File: config.mk
export PLATFORM = sky130hd
export DESIGN_NAME = bus_slave_decode
export DESIGN_NICKNAME = d
export VERILOG_FILES = /design/src/rtl/bsd_pkg.sv /design/src/rtl/la_capture.sv /design/src/rtl/mem_decode.sv /design/src/rtl/io_decode.sv /design/src/rtl/bus_slave_decode.sv
export SDC_FILE = /design/constraint.sdc
export NUM_CORES = 1
export LEC_CHECK = 0
export ABC_AREA = 1
export BUFFER_PORTS_ARGS = -buffer_cell sky130_fd_sc_hd__buf_2
export CAP_MARGIN = 20
export CORE_MARGIN = 4
export CORE_UTILIZATION = 40
export DETAILED_ROUTE_END_ITERATION = 7
export PLACE_DENSITY = 0.78
export SLEW_MARGIN = 25
export SYNTH_ARGS = -nofsm -noshare
export SYNTH_HDL_FRONTEND = slang
export SYNTH_SLANG_ARGS = --single-unit
export TNS_END_PERCENT = 100
File: constraint.sdc
create_clock -name clk -period 1.7 [get_ports clk]
set_clock_uncertainty 0.15 [all_clocks]
set_input_delay 0.34 -clock clk [delete_from_list [all_inputs] [get_ports clk]]
set_output_delay 0.34 -clock clk [all_outputs]
set_load 0.01 [all_outputs]
File: src/rtl/bsd_pkg.sv
package bsd_pkg;
  localparam int LA_W   = 7;
  localparam int SA_W   = 20;
  localparam int MA_W   = 24;
  localparam int IO_W   = 16;
  localparam int IO10_W = 10;
  localparam int LO_W   = MA_W - LA_W;

  typedef struct packed {
    logic hit_mem;
    logic hit_io;
    logic mem16_n;
    logic io16_n;
    logic lane_lo;
    logic lane_hi;
  } dec_out_t;

  localparam dec_out_t DEC_IDLE = '{hit_mem: 1'b0, hit_io: 1'b0, mem16_n: 1'b1,
                                   io16_n: 1'b1, lane_lo: 1'b0, lane_hi: 1'b0};
endpackage

File: src/rtl/la_capture.sv
module la_capture import bsd_pkg::*; #(
  parameter int W = LA_W
) (
  input  logic         clk,
  input  logic         rst,
  input  logic         ale,
  input  logic         dma_act,
  input  logic [W-1:0] la_in,
  output logic [W-1:0] la_eff
);
  logic [W-1:0] la_hold;

  always_ff @(posedge clk) begin
    if (rst)      la_hold <= '0;
    else if (ale) la_hold <= la_in;
  end

  assign la_eff = (dma_act || ale) ? la_in : la_hold;

  AST_HOLD_STABLE: assert property (@(posedge clk) disable iff (rst)
    !ale |=> $stable(la_hold));
endmodule

File: src/rtl/mem_decode.sv
module mem_decode import bsd_pkg::*; #(
  parameter int                 NWIN  = 2,
  parameter int                 AW    = MA_W,
  parameter logic [NWIN*AW-1:0] BASES = {24'hE00000, 24'h0C8000},
  parameter logic [NWIN*AW-1:0] MASKS = {24'hF00000, 24'hFFC000},
  parameter logic [NWIN-1:0]    WIDE  = 2'b10
) (
  input  logic [AW-1:0] addr,
  input  logic          en,
  output logic          hit,
  output logic          wide
);
  logic [NWIN-1:0] win_hit;

  for (genvar i = 0; i < NWIN; i++) begin : g_win
    localparam logic [AW-1:0] B = BASES[i*AW +: AW];
    localparam logic [AW-1:0] M = MASKS[i*AW +: AW];
    assign win_hit[i] = en && ((addr & M) == (B & M));
  end

  assign hit  = |win_hit;
  assign wide = |(win_hit & WIDE);
endmodule

File: src/rtl/io_decode.sv
module io_decode import bsd_pkg::*; #(
  parameter logic [IO_W-1:0] BASE = 16'h0300,
  parameter logic [IO_W-1:0] MASK = 16'hFFF0
) (
  input  logic [IO_W-1:0] sa,
  input  logic            short_mode,
  input  logic            en,
  output logic            hit
);
  localparam logic [IO10_W-1:0] B10 = BASE[IO10_W-1:0];
  localparam logic [IO10_W-1:0] M10 = MASK[IO10_W-1:0];

  logic full_eq, short_eq;

  assign full_eq  = (sa & MASK) == (BASE & MASK);
  assign short_eq = (sa[IO10_W-1:0] & M10) == (B10 & M10);
  assign hit      = en && (short_mode ? short_eq : full_eq);
endmodule

File: src/rtl/bus_slave_decode.sv
module bus_slave_decode import bsd_pkg::*; #(
  parameter int                   NWIN      = 2,
  parameter logic [NWIN*MA_W-1:0] MEM_BASES = {24'hE00000, 24'h0C8000},
  parameter logic [NWIN*MA_W-1:0] MEM_MASKS = {24'hF00000, 24'hFFC000},
  parameter logic [NWIN-1:0]      MEM_WIDE  = 2'b10,
  parameter logic [IO_W-1:0]      IO_BASE   = 16'h0300,
  parameter logic [IO_W-1:0]      IO_MASK   = 16'hFFF0,
  parameter logic                 IO_WIDE   = 1'b1
) (
  input  logic            clk,
  input  logic            rst,
  input  logic            ale,
  input  logic            dma_act,
  input  logic [LA_W-1:0] la_in,
  input  logic [SA_W-1:0] sa_in,
  input  logic            sbhe_n,
  input  logic            mem_cmd,
  input  logic            io_cmd,
  input  logic            io_short,
  output logic            hit_mem,
  output logic            hit_io,
  output logic            mem16_n,
  output logic            io16_n,
  output logic            lane_lo,
  output logic            lane_hi
);
  logic [LA_W-1:0] la_eff;
  logic [MA_W-1:0] mem_addr;
  logic            m_hit, m_wide, i_hit, any_hit;
  logic            unused_sa_top;
  dec_out_t        nxt, cur;

  la_capture #(.W(LA_W)) u_cap (
    .clk(clk), .rst(rst), .ale(ale), .dma_act(dma_act),
    .la_in(la_in), .la_eff(la_eff)
  );

  assign mem_addr      = {la_eff, sa_in[LO_W-1:0]};
  assign unused_sa_top = ^sa_in[SA_W-1:LO_W];

  mem_decode #(
    .NWIN(NWIN), .AW(MA_W), .BASES(MEM_BASES), .MASKS(MEM_MASKS), .WIDE(MEM_WIDE)
  ) u_mem (
    .addr(mem_addr), .en(mem_cmd), .hit(m_hit), .wide(m_wide)
  );

  io_decode #(.BASE(IO_BASE), .MASK(IO_MASK)) u_io (
    .sa(sa_in[IO_W-1:0]), .short_mode(io_short), .en(io_cmd), .hit(i_hit)
  );

  assign any_hit = m_hit || i_hit;

  always_comb begin
    nxt.hit_mem = m_hit;
    nxt.hit_io  = i_hit;
    nxt.mem16_n = !(m_hit && m_wide);
    nxt.io16_n  = !(i_hit && IO_WIDE);
    nxt.lane_lo = any_hit && !sa_in[0];
    nxt.lane_hi = any_hit && !sbhe_n;
  end

  always_ff @(posedge clk) begin
    if (rst) cur <= DEC_IDLE;
    else     cur <= nxt;
  end

  assign hit_mem = cur.hit_mem;
  assign hit_io  = cur.hit_io;
  assign mem16_n = cur.mem16_n;
  assign io16_n  = cur.io16_n;
  assign lane_lo = cur.lane_lo;
  assign lane_hi = cur.lane_hi;

  AST_MEM_NEEDS_CMD: assert property (@(posedge clk) disable iff (rst)
    hit_mem |-> $past(mem_cmd));
  AST_IO_NEEDS_CMD: assert property (@(posedge clk) disable iff (rst)
    hit_io |-> $past(io_cmd));
  AST_M16_WITH_HIT: assert property (@(posedge clk) disable iff (rst)
    !mem16_n |-> hit_mem);
  AST_IO16_WITH_HIT: assert property (@(posedge clk) disable iff (rst)
    !io16_n |-> hit_io);
  AST_LANE_GATED: assert property (@(posedge clk) disable iff (rst)
    (lane_lo || lane_hi) |-> (hit_mem || hit_io));
  AST_IDLE_QUIET: assert property (@(posedge clk) disable iff (rst)
    (!mem_cmd && !io_cmd) |=> (!hit_mem && !hit_io));
endmodule

# Word-level counts from Yosys, hierarchy flattened
# Cells that the tools add are included.
[op_classes] n_eq_ne=4 n_mux=2 n_reduce_logical=13
[ops] cell="12-bit by 6-bit equality test with 1-bit output (second input constant)" count=1
[ops] cell="10-bit by 6-bit equality test with 1-bit output (second input constant)" count=1
[ops] cell="7-bit 2-to-1 mux" count=1
[ops] cell="6-bit equality test (second input constant)" count=1
[ops] cell="1-bit logical AND" count=6
[ops] cell="4-bit equality test (second input constant)" count=1
[ops] cell="1-bit logical NOT" count=4
[ops] cell="1-bit logical OR" count=2
[ops] cell="2-bit OR reduction" count=1
[ops] cell="1-bit 2-to-1 mux" count=1
[totals] ff_bits=13 inputBits=35 out_inout_bits=6

# Longest topological paths before layout
[logic_depth] word_depth=7 mapped_depth=10 ltp_nobuf=10

# Cells and area by module
# A second synthesis with hierarchy kept.
[unflattened] cells_unflattened=123 area_unflattened_um2=728.2
[modules_own_cells] mod="la_capture" instances=1 cells_per_inst=70 area_each_um2=412.9 seq_area_each_um2=140.1
[modules_own_cells] mod="bus_slave_decode" instances=1 cells_per_inst=19 area_each_um2=176.4 seq_area_each_um2=120.1
[modules_own_cells] mod="mem_decode" instances=1 cells_per_inst=19 area_each_um2=77.6 seq_area_each_um2=0.0
[modules_own_cells] mod="io_decode" instances=1 cells_per_inst=15 area_each_um2=61.3 seq_area_each_um2=0.0

# Worst setup path before layout
# No wires, ideal clock.
[synth_path] path_type="input-to-reg" from="input ale" to="register cur (netlist bit lane_hi)" arrival_time_ns=1.030 setup_slack_ns=0.464 stages=9 path_cell_list="nor2_4 -> nand2_1 -> o21ai_0 -> nand2_1 -> nor2_1 -> nand2_1 -> nand3_2 -> nand2_1 -> inv_1"
[synth_via] elab_chain_len=7 word_cells_on_any_way=9 classes_between="2 x eq/ne; 1 x mux; 6 x reduce/logical"
[synth_lines] element="from (decl)" line_no="bus_slave_decode.sv:12" text="input logic ale,"
[synth_lines] element="1-bit logical OR *" line_no="la_capture.sv:18" text="assign la_eff = (dma_act || ale) ? la_in : la_hold;"
[synth_lines] element="7-bit 2-to-1 mux *" line_no="la_capture.sv:18"
[synth_lines] element="10-bit by 6-bit equality test with 1-bit output or 4-bit equality test (tied branches)" line_no="mem_decode.sv:18" text="assign win_hit[i] = en && ((addr & M) == (B & M));"
[synth_lines] element="1-bit logical AND" line_no="mem_decode.sv:18"
[synth_lines] element="2-bit OR reduction *" line_no="mem_decode.sv:21" text="assign hit = |win_hit;"
[synth_lines] element="1-bit logical OR *" line_no="bus_slave_decode.sv:51" text="assign any_hit = m_hit || i_hit;"
[synth_lines] element="1-bit logical AND *" line_no="bus_slave_decode.sv:59" text="nxt.lane_hi = any_hit && !sbhe_n;"
[synth_lines] element="to (signal assigned)" line_no="bus_slave_decode.sv:64" text="else cur <= nxt;"
[synth_lines] element="to (decl)" line_no="bus_slave_decode.sv:31" text="dec_out_t nxt, cur;"
# Every way passes the cells marked *; elsewhere a longest branch is shown, timed or not.
# A chain may end at the register's enable or synchronous reset.

# Final worst setup path
# Ends and elaborated chain as after synthesis.

==> results.md <==
- Core Area: roughly 1400 um2
- Maximum root-to-sink buffer count: 2
- Worst Path Arrival: 1.40 ns
- Max IR drop VDD: 514 uV
- Fmax: about 750 MHz
- M1 wire length: about 600 um
- Tot Pwr: 0.602 mW
- First-pass GRT wire length: a little over 2000 um
- Synth area leaders: dfxtp_1 43%, nor2_1 15%, nand2_1 10%, inv_1 8.0%, o21ai_0 5.7%
- Startpoint types: input pin
- H-tree lvl count: 1
- Reg2reg setup slack: around 0.52 ns
- DRC violation count after routing: 0
- Final WS setup: approximately 0.37 ns
- Sequential Power Share: 53.3%
- Syn Inst Count: 93
- Area leader, netlist: dfxtp_1
- R2r worst-path depth: 8
- Post-synth cell types: 15
- Setup violations, final: 0
- Sw frac: between 20% and 30%
- Clock Power Share: between 30 and 40%
- NumNets Final: between 150 and 200
- Critical Path Sink Type: flip-flop
- DRT Wirelength: 1420 um
- Synth async-reset ratio: 0%
- Synth Register Bits: 13
- Actual slew at the worst max-slew pin: between 0.2 and 0.25 ns
- Max_slew headroom: between 80% and 90%
- Post-CTS Setup Bufs: 0
- Yosys warns: 0
- Clock sinks: 13
- Dpl ws: between 0.08 and 0.09 ns
- Via count: 674
- CP Capture Point: lane_hi$_SDFF_PP0_
- CTS tree: done
- CP dominant cell by count: nand2_1
- Initial antenna violation count: 0
- Hpwl dp: roughly 1100 um
- Die Footprint: around 2200 um2
- Synth top area share: 42.6%
- Die X: about 47 um
- Area Growth Syn to Fin: 34.6%
- Post-synth EDFFs: 0
- DIE HEIGHT: 47.1 um
- RSZ-0062 raised after global routing: no
- Crit path kind: in -> reg
- I/O pin count: a little over 40
- Pwr dens: ~730 nW/um2
- Most frequent cells after synthesis: 25 x nor2_1, 17 x nand2_1, 13 x dfxtp_1, 13 x inv_1, 7 x o21ai_0
- Clock transition at path regs: ~0.08 ns
- Internal power: roughly 0.45 mW
- FF-to-FF End: lane_hi$_SDFF_PP0_
- Cell Rows: 13
- ANT nets after route: 0
- Final min period: roughly 1.3 ns
- Worst-path cell chain: buf_2 > nor2_4 > nand2_1 > o21ai_1 > inv_1 > nor2_1 > nand2_1 > nand3_2 > nand2_1 > inv_1
- Synthesized Nets: between 100 and 150
- Final hold vios: 0
- Gpl congestion: ~0.71
- Final Max Slew Viols: 0
- Total gr overflow: 0
- Mapped Area: 611 um2
- Top sig layer: met4
- Crit share post-route: approximately 78%
- Port bufs: 34
- Met3 wire len: roughly 170 um
- Mapped Avg Cell Area: roughly 6.6 um2
- Leading cell type by number of instances after synthesis: nor2_1
- Worst skew pair latency: 0.27 ns
- Tot GR Track Use: between 10% and 20%
- Max FO, Critical Path: 13
- Register area share after synthesis: between 40% and 50%
- Iteration-0 DRC Markers: 8
- Final core utilization: between 60% and 70%
- Power share of the combinational group: between 10% and 20%
- Largest net degree at the start of global routing: 14
- Net Sw Power: between 0.15 and 0.2 mW
- Post-synth top flop: dfxtp_1
- Met2 WL: between 600 and 700 um
- Pleak: between 0.4 and 0.5 nW
- Max stage delay on crit path: ~0.21 ns
- Root Buffer: clkbuf_4
- Setup TNS: 0 ns
- Crit path launch: ale
- Status: completed
- Tightest Hold Check Type: in -> reg
- WL per Instance: 9.79 um
- Worst r2r src: u_cap.la_hold[4]$_SDFFE_PP0P_
- Vias per Instance: ~4.6
- Number of diodes: 0
- WP data required: ~1.8 ns
- Maximum capacitance violations: 0
- Slowest cell on crit path: nor2_4
- CTS Buf Count: 3
- Initial Utilization: 44.7%
- Layout cells sized above 1: between 30% and 40%
- Cts hold-fix bufs: 0
- CTS resizes: 0
- Vias in the first global route: slightly below 600
- DRT Pass-1 Iters: 4
[worst min path at each step]
stage | cells past startpoint | from | end
6_report | 4 | sa_in[0] | lane_lo$_SDFF_PP0_
5_1_grt | 4 | sbhe_n | lane_hi$_SDFF_PP0_
4_1_cts | 4 | sa_in[0] | lane_lo$_SDFF_PP0_
3_5_place_dp | 2 | u_cap.la_hold[1]$_SDFFE_PP0P_ | u_cap.la_hold[1]$_SDFFE_PP0P_
3_3_place_gp | 2 | u_cap.la_hold[1]$_SDFFE_PP0P_ | u_cap.la_hold[1]$_SDFFE_PP0P_
2_1_floorplan | 1 | rst | hit_mem$_SDFF_PP0_
[state kept, by name (all words and copies together), names as in the netlist]
| signal | flops |
|---|---|
| lane_hi | 1 |
| io16_n | 1 |
| hit_mem | 1 |
| hit_io | 1 |
| u_cap.la_hold | 7 |
| mem16_n | 1 |
| lane_lo | 1 |
[layout make-up]
cell class	count	area [um2]
multi-input combinational	66	298
inverter	13	48.8
timing repair buffer	34	170
sequential	13	260
fill	143	544
tap	15	18.8
clock buffer	4	26.3
[layout by cell type (no fill, tap or decap), drive strengths merged]
cell,instances
dfxtp,13
nand3,5
buf,34
nand3b,1
nor2,27
a31o,1
o21ai,8
clkbuf,4
nor2b,1
inv,13
a21oi,6
nand2,17
[routing by layer]
metal,vias to the layer above,track usage [%]
li1,363,-
met4,0,8.29
met5,-,0
met3,2,2.30
met2,28,23.6
met1,281,13.4
[per-stage QoR]
stage	cell area, um2	hold WS (ns)	cells
2_1_floorplan	611	0.259	93
3_3_place_gp	796	0.324	141
3_5_place_dp	796	0.325	141
4_1_cts	822	0.147	145
5_1_grt	822	0.159	145
6_report	822	0.148	145
[power groups by stage]
stage	clock [mW]	combinational [mW]	sequential, mW
finish	0.188	0.0930	0.321
global route	0.200	0.106	0.323
CTS	0.192	0.0939	0.321
detailed placement	0	0.0933	0.328
global placement	0	0.0901	0.328
floorplan	0	0.0476	0.327
[kinds of logic (layout without fill, tap and decap cells)]
logic type,Yosys count,count (layout),share of synthesized area [%]
buffers and inverters,14,51,8.61
DFF,13,13,42.6
AOI/OAI and AO/OA,15,15,12.9
and+or+nand+nor,51,51,35.9
[critical path: cells and delay by family]
kind | cells | cell delay, ns
and+or+nand+nor | 6 | 0.63
AOI/OAI and AO/OA | 1 | 0.12
buffers and inverters | 3 | 0.30
Note: power is estimated with default switching activity, not from simulation.
